==> config.mk <==
export PLATFORM = sky130hd
export DESIGN_NAME = nvm_access_guard
export DESIGN_NICKNAME = d
export VERILOG_FILES = /design/src/rtl/acg_pkg.sv /design/src/rtl/acg_cmd_decode.sv /design/src/rtl/acg_policy.sv /design/src/rtl/acg_page_store.sv /design/src/rtl/acg_status.sv /design/src/rtl/nvm_access_guard.sv
export SDC_FILE = /design/constraint.sdc
export NUM_CORES = 1
export LEC_CHECK = 0
export ABC_AREA = 0
export CORE_AREA = 2 2 85 87
export CTS_BUF_LIST = sky130_fd_sc_hd__clkbuf_4
export DETAILED_ROUTE_END_ITERATION = 7
export DIE_AREA = 0 0 87 89
export DONT_BUFFER_PORTS = 1
export HOLD_SLACK_MARGIN = 0.02
export PLACE_DENSITY = 0.85
export SETUP_SLACK_MARGIN = 0.3
export SLEW_MARGIN = 20
export SYNTH_ARGS = -nofsm -noshare
export SYNTH_HDL_FRONTEND = slang
export SYNTH_HIERARCHICAL = 1
export SYNTH_SLANG_ARGS = --single-unit
==> constraint.sdc <==
create_clock -name clk -period 4.5 [get_ports clk]
set_clock_uncertainty 0.1 [all_clocks]
set_input_delay 0.9 -clock clk [delete_from_list [all_inputs] [get_ports clk]]
set_output_delay 0.9 -clock clk [all_outputs]
set_load 0.005 [all_outputs]
==> src/rtl/acg_pkg.sv <==
package acg_pkg;

   localparam logic [15:0] C_STATUS   = 16'h0055;
   localparam logic [15:0] C_UNSEAL   = 16'h8410;
   localparam logic [15:0] C_SEAL     = 16'h8480;
   localparam logic [15:0] C_LK_ROOT  = 16'h8235;
   localparam logic [15:0] C_LK_P1    = 16'h8245;
   localparam logic [15:0] C_LK_P2    = 16'h8255;
   localparam logic [15:0] C_WR_P1    = 16'h8800;
   localparam logic [15:0] C_WR_P2    = 16'h8801;
   localparam logic [15:0] C_WR_SYS   = 16'h8802;
   localparam logic [15:0] C_WR_PWD   = 16'h8804;
   localparam logic [15:0] C_RD_P1    = 16'h0800;
   localparam logic [15:0] C_RD_P2    = 16'h0801;
   localparam logic [15:0] C_RD_SYS   = 16'h0802;
   localparam logic [15:0] C_RD_PWD   = 16'h0804;
   localparam logic [15:0] C_RD_DEVID = 16'h0805;
   localparam logic [15:0] C_RD_ROMID = 16'h0135;

   typedef enum logic [4:0] {
      CL_NONE, CL_STATUS, CL_UNSEAL, CL_SEAL,
      CL_LK_ROOT, CL_LK_P1, CL_LK_P2,
      CL_WR_P1, CL_WR_P2, CL_WR_SYS, CL_WR_PWD,
      CL_RD_P1, CL_RD_P2, CL_RD_SYS, CL_RD_PWD,
      CL_RD_DEVID, CL_RD_ROMID
   } cmd_cls_e;

   typedef struct packed {
      logic p2;
      logic p1;
      logic root;
   } lock_s;

   localparam int unsigned NUM_PAGES = 3;
   localparam int unsigned PG_P1  = 0;
   localparam int unsigned PG_P2  = 1;
   localparam int unsigned PG_SYS = 2;

   localparam int unsigned STAT_W  = 16;
   localparam int unsigned SB_LK_P2   = 14;
   localparam int unsigned SB_LK_P1   = 13;
   localparam int unsigned SB_LK_ROOT = 12;
   localparam int unsigned SB_CHAL    = 10;
   localparam int unsigned SB_MAC     = 9;
   localparam int unsigned SB_WSEC    = 8;
   localparam int unsigned SB_TMO     = 7;
   localparam int unsigned SB_CRC     = 6;
   localparam int unsigned SB_RSTF    = 3;
   localparam int unsigned SB_BUSY    = 2;
   localparam int unsigned SB_SYS     = 0;
   localparam logic [STAT_W-1:0] STAT_RSV_MASK = 16'h8832;

endpackage

==> src/rtl/acg_cmd_decode.sv <==
module acg_cmd_decode
   import acg_pkg::*;
#(
   parameter int unsigned CODE_W = 16
)(
   input  logic [CODE_W-1:0] code,
   output cmd_cls_e          cls
);

   if (CODE_W != 16) begin : g_code_w_chk
      $error("acg_cmd_decode: CODE_W must be 16");
   end

   always_comb begin
      case (code)
         C_STATUS:   cls = CL_STATUS;
         C_UNSEAL:   cls = CL_UNSEAL;
         C_SEAL:     cls = CL_SEAL;
         C_LK_ROOT:  cls = CL_LK_ROOT;
         C_LK_P1:    cls = CL_LK_P1;
         C_LK_P2:    cls = CL_LK_P2;
         C_WR_P1:    cls = CL_WR_P1;
         C_WR_P2:    cls = CL_WR_P2;
         C_WR_SYS:   cls = CL_WR_SYS;
         C_WR_PWD:   cls = CL_WR_PWD;
         C_RD_P1:    cls = CL_RD_P1;
         C_RD_P2:    cls = CL_RD_P2;
         C_RD_SYS:   cls = CL_RD_SYS;
         C_RD_PWD:   cls = CL_RD_PWD;
         C_RD_DEVID: cls = CL_RD_DEVID;
         C_RD_ROMID: cls = CL_RD_ROMID;
         default:    cls = CL_NONE;
      endcase
   end

endmodule

==> src/rtl/acg_policy.sv <==
module acg_policy
   import acg_pkg::*;
(
   input  cmd_cls_e cls,
   input  logic     sys_mode,
   input  lock_s    locks,
   input  logic     pwd_ok,
   output logic     allow,
   output logic     is_read
);

   always_comb begin
      allow   = 1'b0;
      is_read = 1'b0;
      case (cls)
         CL_STATUS:   begin allow = 1'b1; is_read = 1'b1; end
         CL_UNSEAL:   allow = pwd_ok;
         CL_SEAL:     allow = 1'b1;
         CL_LK_ROOT,
         CL_LK_P1,
         CL_LK_P2:    allow = 1'b1;
         CL_WR_P1:    allow = !locks.p1;
         CL_WR_P2:    allow = !locks.p2;
         CL_WR_SYS,
         CL_WR_PWD:   allow = sys_mode;
         CL_RD_SYS,
         CL_RD_PWD:   begin allow = sys_mode; is_read = 1'b1; end
         CL_RD_P1,
         CL_RD_P2,
         CL_RD_DEVID,
         CL_RD_ROMID: begin allow = 1'b1; is_read = 1'b1; end
         default:     allow = 1'b0;
      endcase
   end

endmodule

==> src/rtl/acg_page_store.sv <==
module acg_page_store #(
   parameter int unsigned DATA_W = 16,
   parameter int unsigned NPAGE  = 3
)(
   input  logic                          clk,
   input  logic                          rst_n,
   input  logic [NPAGE-1:0]              wr_en,
   input  logic [DATA_W-1:0]             wr_data,
   output logic [NPAGE-1:0][DATA_W-1:0]  pg_q
);

   if (NPAGE < 1 || NPAGE > 16) begin : g_npage_chk
      $error("acg_page_store: NPAGE out of range");
   end

   for (genvar g = 0; g < NPAGE; g++) begin : g_page
      always_ff @(posedge clk or negedge rst_n) begin
         if (!rst_n) begin
            pg_q[g] <= '0;
         end else if (wr_en[g]) begin
            pg_q[g] <= wr_data;
         end
      end

      p_idle_stable_r6: assert property (@(posedge clk) disable iff (!rst_n)
         !wr_en[g] |=> $stable(pg_q[g]))
         else $error("page %0d changed without a write", g);
   end

endmodule

==> src/rtl/acg_status.sv <==
module acg_status
   import acg_pkg::*;
(
   input  logic              clk,
   input  logic              rst_n,
   input  logic              ev_timeout,
   input  logic              ev_crc_err,
   input  logic              rd_clr,
   input  lock_s             locks,
   input  logic              sys_mode,
   input  logic              chal_rdy,
   input  logic              mac_rdy,
   input  logic              wsec_rdy,
   input  logic              busy,
   output logic [STAT_W-1:0] word
);

   logic tmo_q, crc_q, rstf_q;

   always_ff @(posedge clk or negedge rst_n) begin
      if (!rst_n) begin
         tmo_q  <= 1'b0;
         crc_q  <= 1'b0;
         rstf_q <= 1'b1;
      end else begin
         if (ev_timeout)  tmo_q <= 1'b1;
         else if (rd_clr) tmo_q <= 1'b0;
         if (ev_crc_err)  crc_q <= 1'b1;
         else if (rd_clr) crc_q <= 1'b0;
         if (rd_clr)      rstf_q <= 1'b0;
      end
   end

   always_comb begin
      word             = '0;
      word[SB_LK_P2]   = locks.p2;
      word[SB_LK_P1]   = locks.p1;
      word[SB_LK_ROOT] = locks.root;
      word[SB_CHAL]    = chal_rdy;
      word[SB_MAC]     = mac_rdy;
      word[SB_WSEC]    = wsec_rdy;
      word[SB_TMO]     = tmo_q;
      word[SB_CRC]     = crc_q;
      word[SB_RSTF]    = rstf_q;
      word[SB_BUSY]    = busy;
      word[SB_SYS]     = sys_mode;
   end

   p_tmo_set_r8: assert property (@(posedge clk) disable iff (!rst_n)
      ev_timeout |=> tmo_q) else $error("timeout flag not set");
   p_tmo_clear_r8: assert property (@(posedge clk) disable iff (!rst_n)
      rd_clr && !ev_timeout |=> !tmo_q) else $error("timeout flag not cleared");
   p_crc_clear_r8: assert property (@(posedge clk) disable iff (!rst_n)
      rd_clr && !ev_crc_err |=> !crc_q) else $error("crc flag not cleared");
   p_rstf_clear_r8: assert property (@(posedge clk) disable iff (!rst_n)
      rd_clr |=> !rstf_q) else $error("reset flag not cleared");

endmodule

==> src/rtl/nvm_access_guard.sv <==
module nvm_access_guard
   import acg_pkg::*;
#(
   parameter int unsigned       DATA_W     = 16,
   parameter logic [DATA_W-1:0] DEV_ID_VAL = 'h5A3C,
   parameter logic [DATA_W-1:0] ROM_ID_VAL = 'hC0DE
)(
   input  logic              clk,
   input  logic              rst_n,
   input  logic              cmd_valid,
   input  logic [15:0]       cmd_code,
   input  logic [15:0]       cmd_arg,
   input  logic [DATA_W-1:0] cmd_wdata,
   input  logic [15:0]       sys_pwd,
   input  logic              ev_timeout,
   input  logic              ev_crc_err,
   input  logic              st_chal_rdy,
   input  logic              st_mac_rdy,
   input  logic              st_wsec_rdy,
   input  logic              st_busy,
   output logic              resp_valid,
   output logic              resp_allow,
   output logic [DATA_W-1:0] resp_rdata,
   output logic              sys_mode
);

   if (DATA_W < STAT_W || DATA_W > 64) begin : g_data_w_chk
      $error("nvm_access_guard: DATA_W must lie in 16..64");
   end

   cmd_cls_e                        cls;
   logic                            allow, is_read, pwd_ok;
   logic                            sys_q;
   lock_s                           lk_q;
   logic [NUM_PAGES-1:0]            pg_we;
   logic [NUM_PAGES-1:0][DATA_W-1:0] pg_q;
   logic [STAT_W-1:0]               stat_word;
   logic [DATA_W-1:0]               rd_val;
   logic                            take, stat_rd;
   logic                            rv_q, ra_q, rs_q;
   logic [DATA_W-1:0]               rd_q;

   assign pwd_ok  = (cmd_arg == sys_pwd);
   assign take    = cmd_valid && allow;
   assign stat_rd = cmd_valid && (cls == CL_STATUS);

   acg_cmd_decode #(.CODE_W(16)) u_dec (
      .code (cmd_code),
      .cls  (cls)
   );

   acg_policy u_pol (
      .cls      (cls),
      .sys_mode (sys_q),
      .locks    (lk_q),
      .pwd_ok   (pwd_ok),
      .allow    (allow),
      .is_read  (is_read)
   );

   always_comb begin
      pg_we         = '0;
      pg_we[PG_P1]  = take && (cls == CL_WR_P1);
      pg_we[PG_P2]  = take && (cls == CL_WR_P2);
      pg_we[PG_SYS] = take && (cls == CL_WR_SYS);
   end

   acg_page_store #(.DATA_W(DATA_W), .NPAGE(NUM_PAGES)) u_pages (
      .clk     (clk),
      .rst_n   (rst_n),
      .wr_en   (pg_we),
      .wr_data (cmd_wdata),
      .pg_q    (pg_q)
   );

   acg_status u_stat (
      .clk        (clk),
      .rst_n      (rst_n),
      .ev_timeout (ev_timeout),
      .ev_crc_err (ev_crc_err),
      .rd_clr     (stat_rd),
      .locks      (lk_q),
      .sys_mode   (sys_q),
      .chal_rdy   (st_chal_rdy),
      .mac_rdy    (st_mac_rdy),
      .wsec_rdy   (st_wsec_rdy),
      .busy       (st_busy),
      .word       (stat_word)
   );

   always_comb begin
      case (cls)
         CL_STATUS:   rd_val = DATA_W'(stat_word);
         CL_RD_P1:    rd_val = pg_q[PG_P1];
         CL_RD_P2:    rd_val = pg_q[PG_P2];
         CL_RD_SYS:   rd_val = pg_q[PG_SYS];
         CL_RD_PWD:   rd_val = DATA_W'(sys_pwd);
         CL_RD_DEVID: rd_val = DEV_ID_VAL;
         CL_RD_ROMID: rd_val = ROM_ID_VAL;
         default:     rd_val = '0;
      endcase
   end

   always_ff @(posedge clk or negedge rst_n) begin
      if (!rst_n) begin
         sys_q <= 1'b0;
         lk_q  <= '0;
      end else if (take) begin
         if (cls == CL_UNSEAL) sys_q <= 1'b1;
         if (cls == CL_SEAL)   sys_q <= 1'b0;
         if (cls == CL_LK_ROOT) lk_q.root <= 1'b1;
         if (cls == CL_LK_P1)   lk_q.p1   <= 1'b1;
         if (cls == CL_LK_P2)   lk_q.p2   <= 1'b1;
      end
   end

   always_ff @(posedge clk or negedge rst_n) begin
      if (!rst_n) begin
         rv_q <= 1'b0;
         ra_q <= 1'b0;
         rs_q <= 1'b0;
         rd_q <= '0;
      end else begin
         rv_q <= cmd_valid;
         ra_q <= take;
         rs_q <= stat_rd;
         rd_q <= (take && is_read) ? rd_val : '0;
      end
   end

   assign resp_valid = rv_q;
   assign resp_allow = ra_q;
   assign resp_rdata = rd_q;
   assign sys_mode   = sys_q;

   p_resp_follows_r11: assert property (@(posedge clk) disable iff (!rst_n)
      cmd_valid |=> resp_valid) else $error("missing response");
   p_no_spurious_r11: assert property (@(posedge clk) disable iff (!rst_n)
      !cmd_valid |=> !resp_valid) else $error("response without command");
   p_bad_pwd_sealed_r2: assert property (@(posedge clk) disable iff (!rst_n)
      cmd_valid && cmd_code == C_UNSEAL && cmd_arg != sys_pwd && !sys_q |=> !sys_q)
      else $error("unsealed with a wrong password");
   p_sys_only_r4: assert property (@(posedge clk) disable iff (!rst_n)
      cmd_valid && !sys_q && (cmd_code == C_WR_SYS || cmd_code == C_RD_SYS ||
      cmd_code == C_WR_PWD || cmd_code == C_RD_PWD) |=> !resp_allow)
      else $error("system-only command allowed in user mode");
   p_lock_keep_r5: assert property (@(posedge clk) disable iff (!rst_n)
      lk_q.p1 |=> lk_q.p1) else $error("page-1 lock fell");
   p_lock_keep2_r5: assert property (@(posedge clk) disable iff (!rst_n)
      lk_q.p2 |=> lk_q.p2) else $error("page-2 lock fell");
   p_lock_keep_root_r5: assert property (@(posedge clk) disable iff (!rst_n)
      lk_q.root |=> lk_q.root) else $error("root lock fell");
   p_locked_p1_stable_r6: assert property (@(posedge clk) disable iff (!rst_n)
      cmd_valid && cmd_code == C_WR_P1 && lk_q.p1 |=> $stable(pg_q[PG_P1]) && !resp_allow)
      else $error("locked page 1 written");
   p_reserved_zero_r7: assert property (@(posedge clk) disable iff (!rst_n)
      resp_valid && rs_q |-> (resp_rdata[STAT_W-1:0] & STAT_RSV_MASK) == '0)
      else $error("reserved status bit set");
   p_deny_no_data_r11: assert property (@(posedge clk) disable iff (!rst_n)
      resp_valid && !resp_allow |-> resp_rdata == '0)
      else $error("data on denied command");

endmodule

==> metrics, run 1 <==
outcome finished, final reports clean; most common cell in the synthesized netlist dfrtp_1; grt ovf 0; post-route insts no fill 469; antenna violations before repair 0; DR WL/cell 23.55 um; Clock Path Buffers 2; beginning of the critical path cmd_code[9]; CP Max Fanout 7; Initial DRT Pass Iterations 5; Initial Utilization 0.6426; RSZ-0062 raised after global routing true; # setup viols final 0; Slew HR 0.5040; antenna viol nets, final 0; CTS sink count 73; fin nets 457; Clk pin slew, worst setup/hold paths 120 ps; vias in the first global route ~3300; LEAKAGE 1.956 nW; root buffer selected by CTS clkbuf_4; ranking of synthesized cells by area dfrtp_1 (42%), mux2_4 (10%), mux2_2 (5.7%); layout cells sized above 1 0.3368; GRT Overall Usage 0.2857; fraction of registers with async set/reset 1.000; Final Cycle Share 0.9199; Period minus WS final 4140 ps; IO Pins 92; sequential-to-total area share from yosys stat 0.4234; die height just under 90 um; f_max 0.2416 GHz; Die W 87 um; Inst Count DP 450; Worst Max-Slew Pin Slew 742.5 ps; FP Rows 30; largest net degree at the start of global routing between 60 and 70; Post-synth EDFFs 0; CTS H-tree depth 3; leading cell types by count after synthesis dfrtp_1 (72), mux2_4 (30), mux2_2 (22), xnor2_1 (20), buf_4 (17); antenna cells 0; Port Buffers 0; Syn Inst Count 374; initial drt markers 196; Worst setup SP type primary input; DR vias 3208; Worst R2R End u_pages/pg_q[17]$_DFFE_PN0P_; FILL cells 454; core box area about 6700 um2; synthesized area about 4300 um2; Worst Path Arrival 4370 ps; max-slew violations 0; power density over the cells between 200 and 250 nW/um2; DP HPWL 7.890 mm; Setup Fix Bufs, Post-CTS 0; worst skew pair latency 430 ps; Critical Path End Type register; GPL Wtd Cong 0.8710; # DRC 0; Peak supply drop 106.0 uV; top cell type's share of synthesized area 0.4173; required time of the critical path around 4700 ps; TritonCTS clock tree built; largest area contributor in the netlist dfrtp_1; max cap viols 0; CTS buffer count 9; average size of a mapped cell between 10 and 15 um2; dominant synthesized flop cell dfrtp_1; Layout area overhead 7.476%; drt via density 6.840; synth warn 6; Total Wirelength 11.05 mm; R2R Setup Slk 2100 ps; setup TNS 0 ps; Hold/Removal Path Class primary input to async pin; R2R cell count 9; crit path kind primary input to register; power consumption 1.072 mW; synth unique cells 62; Final Hold Vio Count 0; first-pass GRT wire length around 17 mm; Die ar. 7743 um2; crit path capture u_pages/pg_q[17]$_DFFE_PN0P_; Worst R2R Start lk_q[2]$_DFFE_PN0P_; Synth Register Bits 73
[routing by layer]
metal,routed length (um),part of all wire,vias up,global-route usage
met2,5407,0.49,193,0.4754
met5,0,0,-,0
met4,491,0.044,0,0.1364
li1,-,-,1389,-
met3,979,0.089,45,0.08310
met1,4168,0.38,1581,0.3422
[power by group]
group	switching, mW	internal, mW
clock	0.247	0.120
combinational	0.0252	0.0234
sequential	0.000233	0.656
[layout make-up]
| type | instances | area [um2] | share of cell area |
|---|---|---|---|
| clock buffers | 10 | 75.07 | 0.01618 |
| clock inverters | 6 | 42.54 | 0.009167 |
| inverters | 5 | 18.77 | 0.004044 |
| multi-input cells | 261 | 2260 | 0.4869 |
| flip-flops and latches | 73 | 1828 | 0.3939 |
| well taps | 80 | 100.1 | 0.02157 |
| repair buffers | 34 | 316.6 | 0.06821 |
[how the worst min path moves through the flow]
stage	endpoint	slack, ps	cells past startpoint
after floorplan	lk_q[0]$_DFFE_PN0P_	330	1
after global placement	u_stat/tmo_q$_DFFE_PN0P_	370	1
after detailed placement	lk_q[0]$_DFFE_PN0P_	370	1
after CTS	u_pages/pg_q[35]$_DFFE_PN0P_	20	0
after global routing	u_pages/pg_q[23]$_DFFE_PN0P_	20	0
final	u_pages/pg_q[44]$_DFFE_PN0P_	50	0
[critical path: stages]
cell and delay, ps:
or4b_4 530, or4b_4 530, or4_4 450, o2111ai_4 140
xor2_1 200, a22o_1 170, a211oi_2 60, o22ai_1 160
nand2_2 110, or3_4 410, nor3_4 200, buf_6 200
mux2_4 310
[logic make-up after synthesis]
| kind of cell | synth area share |
|---|---|
| AO/OA/AOI/OAI | 0.1565 |
| AND/OR/NAND/NOR | 0.1246 |
| flip-flops | 0.4234 |
| multiplexers | 0.1733 |
| buffers and inverters | 0.07882 |
| XOR/XNOR | 0.04260 |
| other | 0.0008685 |
[metrics by stage]
step                        util  hold WS, ps  setup slack (ps)  area, um2
final                     0.6907        52.38             360.5       4641
after global routing      0.6907        22.58             272.4       4641
after CTS                 0.6767        21.50             351.1       4547
after detailed placement  0.6577        372.0            -113.5       4419
after global placement    0.6577        370.9            -20.46       4419
after floorplan                -        328.9            -134.9       4378
[state kept, by name (all words and copies together) (netlist names)]
register       flops
sys_mode           1
u_pages/pg_q      48
resp_allow         1
resp_rdata        16
lk_q               3
u_stat/tmo_q       1
u_stat/rstf_q      1
resp_valid         1
u_stat/crc_q       1
[cell usage in the layout, fill, tap and decap left out, types with 5 or more instances in the layout]
cell type  count
a22o_1         5
a21oi_2       10
buf_4         26
nor2b_1        6
a31oi_1        6
inv_1          5
nor2_1        13
dfrtp_1       72
mux2_4        36
nor3_1         5
xnor2_1       20
clkbuf_4      10
a21oi_1       13
nand2_1       13
a22oi_1       16
mux2_2        16
nand4_1        5
nor4_1         5
mux2i_1        5
o21ai_0        6
conb_1         5
a21o_1         9
[what timing repair did]
item                                    in CTS  in global routing
endpoints found under the setup margin       0                 36
hold buffers                                 1                  2
endpoints found under the hold margin       13                 47
gates resized for setup                      0                 13
(Power assumes the default switching activity.)
==> run 2, diff against run 1 <==
CORE_AREA = 2 2 88 90   (was 2 2 85 87)
DIE_AREA = 0 0 90 92   (was 0 0 87 89)
PLACE_DENSITY = 0.84   (was 0.85)
clock period = 3.5 ns   (was 4.5 ns; I/O delays follow)
==> run 2 against run 1 <==
The flow now finishes with violations (negative setup slack). Die area increased by 6.9%. Via count increased by 3.8%. Global-route usage decreased by 0.54 points. Critical path depth increased by 1. Final cell count increased by 9.6%. Utilization decreased by 1.8 points. Sequential cell count unchanged. Cell area increased by 7.9%. Critical endpoint is now u_pages/pg_q[38]$_DFFE_PN0P_. Largest cell class unchanged. Highest routed layer unchanged.
==> metrics, run 2 (synthesis results as in run 1) <==
outcome complete, but fails checks; failing checks negative setup slack; Comb pwr share 0.045 (about the same); CTS sink count 73 (unchanged); DR vias 3330 (+3.8%); Critical Path End Type register; Int Power 1.106 mW (+38%); fin nets 480 (+5.0%); required time of the critical path 3730 ps (-1000 ps); Hold/Removal Path Class primary input to register; DP HPWL 7.919 mm (+0.37%); worst skew pair latency 440 ps (about the same); crit path kind primary input to register; max-slew violations 0 (unchanged); RSZ-0062 raised after global routing true; CTS H-tree depth 3 (unchanged); post-place setup slack -924.5 ps (-811.0 ps); Layout area overhead 15.94%; # DRC 0 (unchanged); Final Cycle Share 1.112; layout cells sized above 1 0.3811 (+0.04431); DR WL/cell 22.69 um (-3.7%); Peak supply drop 150.0 uV (+42%); GRT Overall Usage 0.2803 (-0.005407); CTS buffer count 9 (unchanged); Worst Max-Slew Pin Slew 625.6 ps (-116.9 ps); Worst R2R Start lk_q[2]$_DFFE_PN0P_; hold_sp cmd_valid; beginning of the critical path cmd_code[9]; commonest non-fill, non-tap cells in the layout dfrtp_1 (72), buf_4 (43), mux2_4 (40); setup TNS -22060 ps (-22060 ps); commonest non-fill, non-tap cell in the layout dfrtp_1; antenna viol nets, final 0 (unchanged); sw frac 0.2566 (+0.002671); Worst setup SP type primary input; Port Buffers 0 (unchanged); FP Rows 32 (+6.7%); grt ovf 0 (unchanged); switching power 381.6 uW (+40%); root buffer selected by CTS clkbuf_4; max reg flops 48 (unchanged); Final Hold Vio Count 0 (unchanged); power consumption 1.487 mW (+39%); Die W 90 um (+3.4%); vias in the first global route 3533 (+7.8%); clock network fraction of design power 0.387 (+0.045); GPL Wtd Cong 0.9063 (+4.1%); Slew HR 0.5722 (+0.06817); die height 92 um (+3.4%); IO Pins 92 (unchanged); Sequential Power Share 0.568 (-0.044); CP Max Fanout 8 (+1); antenna violations before repair 0 (unchanged); Total Wirelength 11.66 mm (+5.6%); final setup margin -390.6 ps (-751.0 ps); drt via density 6.479 (-5.3%); Initial Utilization 0.5798 (-0.06284); Worst Path Arrival 4120 ps (-250 ps); power density over the cells 297.1 nW/um2 (+29%); Clock Path Buffers 2 (unchanged); Die ar. 8280 um2 (+6.9%); antenna cells 0 (unchanged); # setup viols final 67 (+67); Clk pin slew, worst setup/hold paths 120 ps (about the same); Reg with most FFs u_pages/pg_q; first-pass GRT wire length 18.06 mm (+8.5%); f_max around 0.26 GHz; Period minus WS final 3891 ps; largest net degree at the start of global routing 74 (+19%); core box area 7447 um2 (+11%); Initial DRT Pass Iterations 5 (unchanged); TritonCTS clock tree built; LEAKAGE 2.124 nW (+8.6%); initial drt markers 310 (+58%); max cap viols 0 (unchanged)
run 2: changes by cell type in the layout (fill, tap and decap cells not counted), sizes merged:
cell         before  now
bufinv            0    1
clkinvlp          2    1
clkinv            3    1
dlygate4sd3       2    1
inv               6    9
buf              32   55
run 2: timing repair:
action                     CTS  global route
hold buffers                 2             0
pin swaps                    5             1
gates cloned                 1             1
hold endpoints to repair    73             0
resized for setup           12            11
buffers inserted             5             1
setup endpoints to repair   72            72
run 2: final cells by class:
cell class / instances / area, um2
clock inverter: 7 / 83.83
timing repair buffer: 57 / 586.8
sequential: 73 / 1828
tap: 102 / 127.6
fill: 532 / 2441
clock buffer: 9 / 67.56
multi-input combinational: 261 / 2293
inverter: 5 / 18.77
run 2: power groups by stage:
stage          sequential, mW  combinational (mW)  clock (mW)
4_1_cts                 0.844              0.0668       0.582
3_3_place_gp            0.861              0.0447           0
6_report                0.844              0.0671       0.576
5_1_grt                 0.845              0.0734       0.611
3_5_place_dp            0.861              0.0451           0
2_1_floorplan           0.860              0.0429           0
run 2: metal layers:
metal,routed length [um],track usage,up-vias
met5,0,0,-
met4,401,0.1372,0
met3,1023,0.06574,36
met2,5847,0.4787,195
met1,4390,0.3342,1659
li1,-,-,1440
run 2: path summary, 6_finish.rpt:
path	end	slack, ps	depth (start not counted)
worst min-delay path	resp_valid$_DFF_PN0_	180	0
min in group asynchronous	u_pages/pg_q[27]$_DFFE_PN0P_	720	2
worst max-delay path	u_pages/pg_q[38]$_DFFE_PN0P_	-390	14
worst min register to register	u_stat/rstf_q$_DFFE_PN1P_	400	1
max in group asynchronous	u_stat/rstf_q$_DFFE_PN1P_	2250	2
worst max register to register	u_pages/pg_q[38]$_DFFE_PN0P_	1100	10
run 2: worst max-delay path, stage by stage:
cell	delay, ps
or4b_4	530
or4b_4	530
or4_4	450
o2111ai_4	120
xor2_1	200
a22o_1	160
a211oi_2	70
o22ai_1	110
nand2_1	80
or3_4	350
buf_4	150
nor2_4	150
clkbuf_16	200
mux2_4	300
run 2: through the flow:
stage	util	cells	hold WS (ps)	instance area, um2
after global routing	0.6722	514	163.1	5006
final	0.6722	514	179.1	5006
after global placement	0.6206	488	306.0	4622
after detailed placement	0.6206	488	305.8	4622
after floorplan	-	378	304.4	4385
after CTS	0.6621	512	158.6	4931
==> run 3, diff against run 2 <==
PLACE_DENSITY = default   (was 0.84)
PLACE_DENSITY_LB_ADDON = 0.2   (was default)
SLEW_MARGIN = 10   (was 20)
==> run 3 against run 2 <==
The run still ends with negative setup slack left. Register-to-register slack worse by 30 ps. Count of clock-buffer cells in the layout up 1. Hold slack worse by 140 ps. Setup slack worse by 82 ps. Cell area up 4.4%. Clock power up 20%. First-iteration DRC count down 45%.
==> metrics, run 3 (synthesis results as in run 1) <==
vias in the first global route 3333 (-5.7%); IO Pins 92 (unchanged); Clk pin slew, worst setup/hold paths 140 ps (+20 ps); CTS buffer count 9 (unchanged); largest net degree at the start of global routing 74 (unchanged); # setup viols final 67 (unchanged); R2R cell count 9 (-1); met3 usage 0.06245 (-0.003287); Initial Utilization 0.5798 (unchanged); FP Rows 32 (unchanged); beginning of the critical path cmd_code[9]; crit path kind primary input to register; Worst setup SP type primary input; WHS 43.84 ps (-135.2 ps); f_max 0.2517 GHz (-2.1%); antenna violations before repair 0 (unchanged); FF+latch area 1828 um2 (unchanged); Die ar. 8280 um2 (unchanged); CP Max Fanout 7 (-1); area of the multi-input gates 2362 um2 (+3.0%); Worst Path Arrival 4190 ps (+70 ps); power consumption 1.598 mW (+7.5%); CTS sink count 73 (unchanged); Critical Path End Type register; Period minus WS final 3973 ps (+82.23 ps); outcome complete, but fails checks; Clock Path Buffers 2 (unchanged); LEAKAGE 2.230 nW (+5.0%); worst skew pair latency 420 ps (-20 ps); required time of the critical path 3720 ps (about the same); Layout area overhead 21.10%; GR peak layer met2; # DRC 0 (unchanged); CTS H-tree depth 3 (unchanged); GRT Overall Usage 0.2757 (-0.004655); failing checks negative setup slack; Die W 90 um (unchanged); root buffer selected by CTS clkbuf_4; die height 92 um (unchanged); met2 Usage GRT 0.4649 (-0.01378); antenna cells 0 (unchanged); Final Hold Vio Count 0 (unchanged); power density over the cells 305.6 nW/um2 (+2.9%); Worst R2R End u_pages/pg_q[19]$_DFFE_PN0P_; Peak supply drop 191.5 uV (+28%); DR vias 3269 (-1.8%); Initial DRT Pass Iterations 5 (unchanged); fin nets 498 (+3.8%); DR WL/cell 21.47 um (-5.4%); post-place setup slack -861.2 ps (+63.26 ps); commonest non-fill, non-tap cell in the layout dfrtp_1; commonest non-fill, non-tap cells in the layout dfrtp_1 (72), buf_4 (54), mux2_4 (41); DP HPWL 7.859 mm (-0.76%); placed cell area 4627 um2 (+0.11%); Final Util 0.7021 (+0.02991); drt via density 6.145 (-5.2%); TritonCTS clock tree built; GPL Wtd Cong 0.8959 (-1.1%); Worst R2R Start lk_q[2]$_DFFE_PN0P_; Reg with most FFs u_pages/pg_q; Finished Cell Area 5229 um2 (+4.4%); max cap viols 0 (unchanged); layout cells sized above 1 0.4279 (+0.04684); antenna viol nets, final 0 (unchanged); Hold/Removal Path Class primary input to async pin; max reg flops 48 (unchanged); max-slew violations 0 (unchanged); FILL cells 558 (+4.9%); R2R Setup Slk 1070 ps (-30 ps); met1 Use GR 0.3463 (+0.01211); final setup margin -472.8 ps (-82.23 ps); core box area 7447 um2 (unchanged); grt ovf 0 (unchanged); Port Buffers 0 (unchanged); initial drt markers 172 (-45%); Final Cycle Share 1.135 (+0.02349); Total Wirelength 11.42 mm (-2.0%); first-pass GRT wire length 17.57 mm (-2.7%); RSZ-0062 raised after global routing true
## run 3: changes by cell type in the layout (fill, tap and decap cells not counted), moves of 3 or more
cell     previous run  this run
a21oi_1            13        10
a21oi_2            10        13
buf_4              43        54
buf_6               3        12
## run 3: worst max path at each step
stage / to / slack (ps) / cells after the start
finish: u_pages/pg_q[19]$_DFFE_PN0P_ / -470 / 14
global route: u_pages/pg_q[18]$_DFFE_PN0P_ / -510 / 14
CTS: u_pages/pg_q[16]$_DFFE_PN0P_ / -390 / 13
detailed placement: u_pages/pg_q[16]$_DFFE_PN0P_ / -860 / 13
global placement: u_pages/pg_q[17]$_DFFE_PN0P_ / -760 / 13
floorplan: u_pages/pg_q[21]$_DFFE_PN0P_ / -930 / 15
## run 3: through the flow
stage	TNS, ps	std cells
2_1_floorplan	-50620	378
3_3_place_gp	-48580	492
3_5_place_dp	-53660	492
4_1_cts	-19940	518
5_1_grt	-27810	532
6_report	-24870	532
## run 3: repair_timing
item,CTS,global route
setup buffers,7,14
hold buffers,1,0
hold endpoints to repair,73,0
gates resized for setup,25,24
pin swaps,2,10
gates cloned,2,0
endpoints found under the setup margin,72,72
## run 3: power breakdown
| part | switching (mW) | leakage [nW] | internal, mW |
|---|---|---|---|
| logic | 0.0319 | 1.13 | 0.0288 |
| registers | 0.000299 | 1.00 | 0.844 |
| clock network | 0.321 | 0.0932 | 0.372 |
| total | 0.353 | 2.23 | 1.24 |
## run 3: critical path, cell delays in order
cell and delay [ps]:
or4b_4 520, or4b_4 530, or4_4 460, o2111ai_4 140, buf_4 160, nand3_1 80
o31ai_1 120, a211oi_2 60, o22ai_1 140, nand2_1 120, or3_4 370, nor3_4 260
buf_6 200, mux2_2 340
## run 3: layer usage
metal	up-vias	wire length [um]
met2	120	5690
met1	1652	4783
li1	1479	-
met5	-	0
met3	18	695
met4	0	254
## run 3: area by class of cell
class	instances	share of cell area
well taps	102	0.02441
multi-input cells	262	0.4518
clock buffers	10	0.01436
repair buffers	74	0.1345
flip-flops and latches	73	0.3496
clock inverters	6	0.02178
inverters	5	0.003589
